[config.mk]
export PLATFORM = sky130hd
export DESIGN_NAME = irq_edge_ctl
export DESIGN_NICKNAME = d
export VERILOG_FILES = /design/src/rtl/irq_edge_pkg.sv /design/src/rtl/irq_pin_sync.sv /design/src/rtl/irq_cfg_reg.sv /design/src/rtl/irq_edge_fsm.sv /design/src/rtl/irq_edge_ctl.sv
export SDC_FILE = /design/constraint.sdc
export NUM_CORES = 1
export LEC_CHECK = 0
export BUFFER_PORTS_ARGS = -buffer_cell sky130_fd_sc_hd__clkbuf_2
export CORE_AREA = 2 2 39 41
export CTS_CLUSTER_SIZE = 12
export DETAILED_ROUTE_END_ITERATION = 7
export DIE_AREA = 0 0 41 43
export GPL_ROUTABILITY_DRIVEN = 0
export PLACE_DENSITY = 0.53
export RECOVER_POWER = 25
export SYNTH_ARGS = -nofsm -noshare
export SYNTH_HDL_FRONTEND = slang
export SYNTH_HIERARCHICAL = 1
export SYNTH_SLANG_ARGS = --single-unit
[constraint.sdc]
create_clock -name clk -period 0.9 [get_ports clk]
set_input_delay 0.09 -clock clk [delete_from_list [all_inputs] [get_ports clk]]
set_output_delay 0.09 -clock clk [all_outputs]
set_load 0.02 [all_outputs]
[src/rtl/irq_edge_pkg.sv]
package irq_edge_pkg;

    localparam int CFG_W = 4;

    // Control word bit positions (software-visible encoding)
    localparam int CFG_TMR_EN = 0;
    localparam int CFG_BOTH   = 1;
    localparam int CFG_POL    = 2;
    localparam int CFG_SPARE  = 3;

    // Previous decoded level of the pin
    typedef enum logic {
        HIST_INACTIVE = 1'b0,
        HIST_ACTIVE   = 1'b1
    } hist_state_t;

endpackage

[src/rtl/irq_pin_sync.sv]
module irq_pin_sync #(
    parameter int STAGES = 2
) (
    input  logic clk,
    input  logic rst_n,
    input  logic async_i,
    output logic sync_o
);
    logic [STAGES-1:0] chain_q;

    generate
        for (genvar i = 0; i < STAGES; i++) begin : g_stage
            if (i == 0) begin : g_first
                always_ff @(posedge clk or negedge rst_n) begin
                    if (!rst_n) chain_q[0] <= 1'b0;
                    else        chain_q[0] <= async_i;
                end
            end else begin : g_rest
                always_ff @(posedge clk or negedge rst_n) begin
                    if (!rst_n) chain_q[i] <= 1'b0;
                    else        chain_q[i] <= chain_q[i-1];
                end
            end
        end
    endgenerate

    assign sync_o = chain_q[STAGES-1];
endmodule

[src/rtl/irq_cfg_reg.sv]
module irq_cfg_reg
    import irq_edge_pkg::*;
#(
    parameter int W = CFG_W
) (
    input  logic         clk,
    input  logic         rst_n,
    input  logic         wr_i,
    input  logic [W-1:0] wdata_i,
    output logic [W-1:0] cfg_o
);
    logic [W-1:0] cfg_q;

    // Only reset clears the word; retention modes simply hold the clock off.
    always_ff @(posedge clk or negedge rst_n) begin
        if (!rst_n)    cfg_q <= '0;
        else if (wr_i) cfg_q <= wdata_i;
    end

    assign cfg_o = cfg_q;
endmodule

[src/rtl/irq_edge_fsm.sv]
module irq_edge_fsm
    import irq_edge_pkg::*;
(
    input  logic clk,
    input  logic rst_n,
    input  logic dec_i,      // decoded (polarity-adjusted) level
    input  logic both_i,     // both-edge mode
    input  logic tst_clr_i,
    output logic edge_o,
    output logic flag_o
);
    hist_state_t state_q, state_d;
    logic        flag_q;

    // State register
    always_ff @(posedge clk or negedge rst_n) begin
        if (!rst_n) state_q <= HIST_ACTIVE;
        else        state_q <= state_d;
    end

    // Next state and edge output
    always_comb begin
        state_d = state_q;
        edge_o  = 1'b0;
        unique case (state_q)
            HIST_INACTIVE: begin
                if (dec_i) begin
                    state_d = HIST_ACTIVE;   // GO_ACTIVE
                    edge_o  = 1'b1;
                end
            end
            HIST_ACTIVE: begin
                if (!dec_i) begin
                    state_d = HIST_INACTIVE; // GO_INACTIVE
                    edge_o  = both_i;
                end
            end
        endcase
    end

    // Request flag: set wins over clear
    always_ff @(posedge clk or negedge rst_n) begin
        if (!rst_n)         flag_q <= 1'b0;
        else if (edge_o)    flag_q <= 1'b1;
        else if (tst_clr_i) flag_q <= 1'b0;
    end

    assign flag_o = flag_q;
endmodule

[src/rtl/irq_edge_ctl.sv]
module irq_edge_ctl
    import irq_edge_pkg::*;
#(
    parameter int SYNC_STAGES = 2
) (
    input  logic             clk,
    input  logic             rst_n,
    input  logic             pin_i,
    input  logic             cfg_wr_i,
    input  logic [CFG_W-1:0] cfg_wdata_i,
    output logic [CFG_W-1:0] cfg_rdata_o,
    input  logic             tst_clr_i,
    output logic             skip_o,
    output logic             level_o,
    output logic             timer_ctl_o
);
    logic             pin_sync;
    logic [CFG_W-1:0] cfg;
    logic             dec_level;
    logic             edge_hit;
    logic             flag_q;

    irq_pin_sync #(.STAGES(SYNC_STAGES)) u_sync (
        .clk     (clk),
        .rst_n   (rst_n),
        .async_i (pin_i),
        .sync_o  (pin_sync)
    );

    irq_cfg_reg #(.W(CFG_W)) u_cfg (
        .clk     (clk),
        .rst_n   (rst_n),
        .wr_i    (cfg_wr_i),
        .wdata_i (cfg_wdata_i),
        .cfg_o   (cfg)
    );

    // Active level: high pin when polarity bit set, low pin otherwise
    assign dec_level = pin_sync ^ ~cfg[CFG_POL];

    irq_edge_fsm u_fsm (
        .clk       (clk),
        .rst_n     (rst_n),
        .dec_i     (dec_level),
        .both_i    (cfg[CFG_BOTH]),
        .tst_clr_i (tst_clr_i),
        .edge_o    (edge_hit),
        .flag_o    (flag_q)
    );

    assign cfg_rdata_o = cfg;
    assign skip_o      = flag_q;
    assign level_o     = dec_level;
    assign timer_ctl_o = cfg[CFG_TMR_EN] & dec_level;
endmodule

## Word-level counts from Yosys, hierarchy flattened

Index checks and enable logic that the tools add are counted.

| cells by class | value |
|---|---|
| muxes and demuxes | 5 |
| bitwise operators | 4 |
| reductions and logical operators | 1 |

Operator list:

| kind | count |
|---|---|
| $mux W1 | 4 |
| $not A1 Y1 | 2 |
| $pmux W1 S2 | 1 |
| $reduce_bool A2 Y1 | 1 |
| $and A1 B1 Y1 | 1 |
| $xor A1 B1 Y1 | 1 |

| word-level totals | value |
|---|---|
| flip-flop bits (word level) | 8 |
| input port bits | 9 |
| output and inout bits | 7 |
| word-level logic and storage cells | 15 |

## Logic depth before layout (Yosys ltp)

| depth | value |
|---|---|
| word-level depth | 5 |
| gate-level depth with buffers | 3 |
| depth with buffers taken out | 3 |

## By module

The synthesis kept the hierarchy.

Modules (own cells, without submodules):

| module | times used | cells an instance | area each (um^2) | seq. area each (um^2) |
|---|---|---|---|---|
| irq_cfg_reg | 1 | 8 | 145.1 | 100.1 |
| irq_edge_fsm | 1 | 7 | 80.1 | 51.3 |
| irq_pin_sync | 1 | 2 | 50.0 | 50.0 |
| irq_edge_ctl | 1 | 2 | 15.0 | 0.0 |

## Worst setup path after synthesis

No wires, ideal clock.

| timing path | value |
|---|---|
| path type | flip-flop to output port |
| start | reg u_cfg.cfg_q[2], in the netlist u_cfg/cfg_o[2] |
| end | out timer_ctl_o |
| arrival time | 1.312 ns |
| data required time | 0.810 ns |
| setup slack | -0.502 ns |
| cell stages (with the launch flop) | 3 |
| path buffers | 0 |
| path through | dfrtp_1 xnor2_1 and2_1 |

| on the way | value |
|---|---|
| cells in the longest elaborated chain, start to end | 3 |

RTL lines:

| what | line | RTL |
|---|---|---|
| start, declared | irq_cfg_reg.sv:12 | `logic [W-1:0] cfg_q;` |
| start signal, assigned | irq_cfg_reg.sv:17 | `else if (wr_i) cfg_q <= wdata_i;` |
| $not A1 Y1 | irq_edge_ctl.sv:39 | `assign dec_level = pin_sync ^ ~cfg[CFG_POL];` |
| $xor A1 B1 Y1 | irq_edge_ctl.sv:39 |  |
| via level_o | irq_edge_ctl.sv:14 | `output logic level_o,` |
| $and A1 B1 Y1 | irq_edge_ctl.sv:54 | `assign timer_ctl_o = cfg[CFG_TMR_EN] & dec_level;` |
| end, declared | irq_edge_ctl.sv:15 | `output logic timer_ctl_o` |

The timed path passes the listed nets, and every way through them passes these cells.

## Worst setup path in the final report

| timing path | value |
|---|---|
| start | reg u_cfg.cfg_q[2], in the netlist u_cfg/cfg_o[2] |
| end | out level_o |

| on the way | value |
|---|---|
| cells in the longest elaborated chain, start to end | 2 |

RTL lines:

| what | line |
|---|---|
| $not A1 Y1 | irq_edge_ctl.sv:39 |
| $xor A1 B1 Y1 | irq_edge_ctl.sv:39 |
| end, declared | irq_edge_ctl.sv:14 |

Every way passes these cells.

==> results_dict.tcl <==
set metrics [dict create \
    path_max_fanout 2 \
    synthCells 18 \
    final_cells 59 \
    clk_pin_slew_worst_paths_ns 0.05 \
    swShare_pct 26.2 \
    total_power_mw 1.04 \
    slew-limit-headroom_pct 70.9 \
    drt_first_iter_violations 0 \
    fmax_mhz 819 \
    first_pass_iters 1 \
    drv_cap 0 \
    syn_nets 27 \
    cts_tree "yes" \
    avgSynthCellArea_um2 15.9 \
    worst_path_max_delay_cell "dfrtp_2" \
    ant_nets 0 \
    ir_drop_mv 0.573 \
    tightest_slew_ns 0.437 \
    via_per_inst 3.97 \
    gr-total-overflow 0 \
    start_util_pct 20.7 \
    setup_viol 6 \
    grt_pass1_vias 284 \
    die-area_mm2 0.00176 \
    comb_power_share_pct 30.0 \
    criticalPathCategory "reg2out" \
    die_x_um 41 \
    drc_errors 0 \
    start_kind "flip-flop" \
    area_delta_synth_final_pct 88.2 \
    seqPwrFrac_pct 42.4 \
    cp.arrival_ns 1.13 \
    avgRoutedWirePerCell_um 11.3 \
    worstPathRequired_ns 0.81 \
    cts_sinks 8 \
    num_rows 14 \
    grt_use_total_pct 9.87 \
    p_leak_nw 0.251 \
    nets 53 \
    rsz0062_at_grt "true" \
    totalWireLength_um 666 \
    vias 234 \
    p_int_mw 0.769 \
    cts-root-buf "clkbuf_4" \
    grt_pass1_wl_um 1080 \
    skew_ns 0.00172 \
    core_mm2 0.00138 \
    fin_ws_ns -0.321 \
    grt_antenna_before_repair 0 \
    finalCritPeriodShare_pct 136 \
    min_path_type "in2reg" \
    place_inst 50 \
    power_density_mw_per_mm2 1930 \
    fin_crit_ns 1.22 \
    layout-drive-gt1-share_pct 67.4 \
    antenna_cells 0 \
    violations "setup timing" \
    syn_area_um2 287 \
    crit_path_end_kind "output port" \
    final_max_slew_viol_count 0 \
    cts-htree-levels 1 \
    status "finished, violations left" \
    synth_warnings 6 \
    grt_max_degree 9 \
    cts_buffers 3 \
    pre_cts_slack_ns -0.136 \
    worstSkewPairLatency_ns 0.25 \
    io_buffer_count 15 \
    finalHoldViolCount 0 \
    path_cells "xnor2_4 -> buf_4 -> clkbuf_8" \
    slowest_delay_ns 0.44 \
    clkPwrFrac_pct 27.6 \
    die_y_um 43 \
    boundaryPins 16 \
    p_switching_mw 0.273 \
    ctsLongestPathBuffers 2 \
]
flip-flops by register name, indices dropped and copies added, names as in the netlist:
register	flops
u_cfg/cfg_o	4
u_sync/sync_o	1
u_sync/chain_q	1
u_fsm/state_q	1
u_fsm/flag_o	1
power by group through the flow:
stage | registers, mW | logic (mW) | clock network, mW
after detailed placement | 0.444 | 0.204 | 0
final | 0.442 | 0.313 | 0.287
after floorplan | 0.477 | 0.0835 | 0
after global placement | 0.439 | 0.199 | 0
after global routing | 0.446 | 0.338 | 0.336
after CTS | 0.439 | 0.268 | 0.309
path summary, 6_finish.rpt:
| path | slack (ns) | cells after the start | from | to |
|---|---|---|---|---|
| worst max-delay path | -0.32 | 3 | u_cfg/cfg_o[2] | level_o |
| worst min-delay path | 0.07 | 2 | cfg_wdata_i[0] | u_cfg/cfg_o[0] |
| worst max register to register | -0.25 | 5 | u_cfg/cfg_o[2] | u_fsm/flag_o |
| worst min register to register | 0.35 | 0 | u_sync/chain_q[0] | u_sync/sync_o |
| max in group asynchronous | 0.28 | 2 | rst_n | u_fsm/state_q |
| min in group asynchronous | 0.29 | 2 | rst_n | u_sync/sync_o |
cell type report:
cell class,count,area (um^2)
Fill cell,141,845
Sequential cell,8,203
Timing Repair Buffer,21,184
Multi-Input combinational cell,10,106
Clock buffer,4,26.3
Tap cell,16,20.0
critical path: cells and delay by family, from the launching register on:
family | cells | cell delay, ns
DFF | 1 | 0.44
xor gates and xnor gates | 1 | 0.18
buffers and inverters | 2 | 0.26
what timing repair did:
action	4_1_cts	5_1_grt
buffers inserted	2	1
hold buffers	2	0
endpoints found under the setup margin	7	10
resized for setup	8	11
gates cloned	0	0
pin swaps	2	2
endpoints found under the hold margin	9	0
per-stage QoR:
stage	util, %	cell area, um^2	setup TNS [ns]	hold WS, ns
final	39.0	539	-1.09	0.0736
after floorplan	-	309	-0.355	-0.206
after CTS	37.0	512	-1.14	0.0608
after global routing	39.0	539	-1.39	0.0533
after detailed placement	29.7	412	-0.278	-0.0543
after global placement	29.7	412	-0.173	-0.0608
placed cells by master, fill, tap and decap left out:
master         count
dfrtp_1            6
clkbuf_2           7
and2_4             1
xnor2_4            1
buf_6              4
buf_4              3
nand3b_1           1
nand2b_1           2
clkbuf_4           3
dlygate4sd3_1      2
nand3_1            1
buf_8              2
clkbuf_1           2
dfstp_2            1
mux2_2             4
dfrtp_2            1
clkbuf_8           2
layer usage:
| layer | track usage (%) | wire length, um | up-vias |
|---|---|---|---|
| li1 | - | - | 112 |
| met1 | 9.73 | 261 | 112 |
| met2 | 14.7 | 362 | 10 |
| met3 | 4.71 | 42 | 0 |
| met4 | 8.00 | 0 | 0 |
| met5 | 0 | 0 | - |
Power figures use the tool's default switching activity.
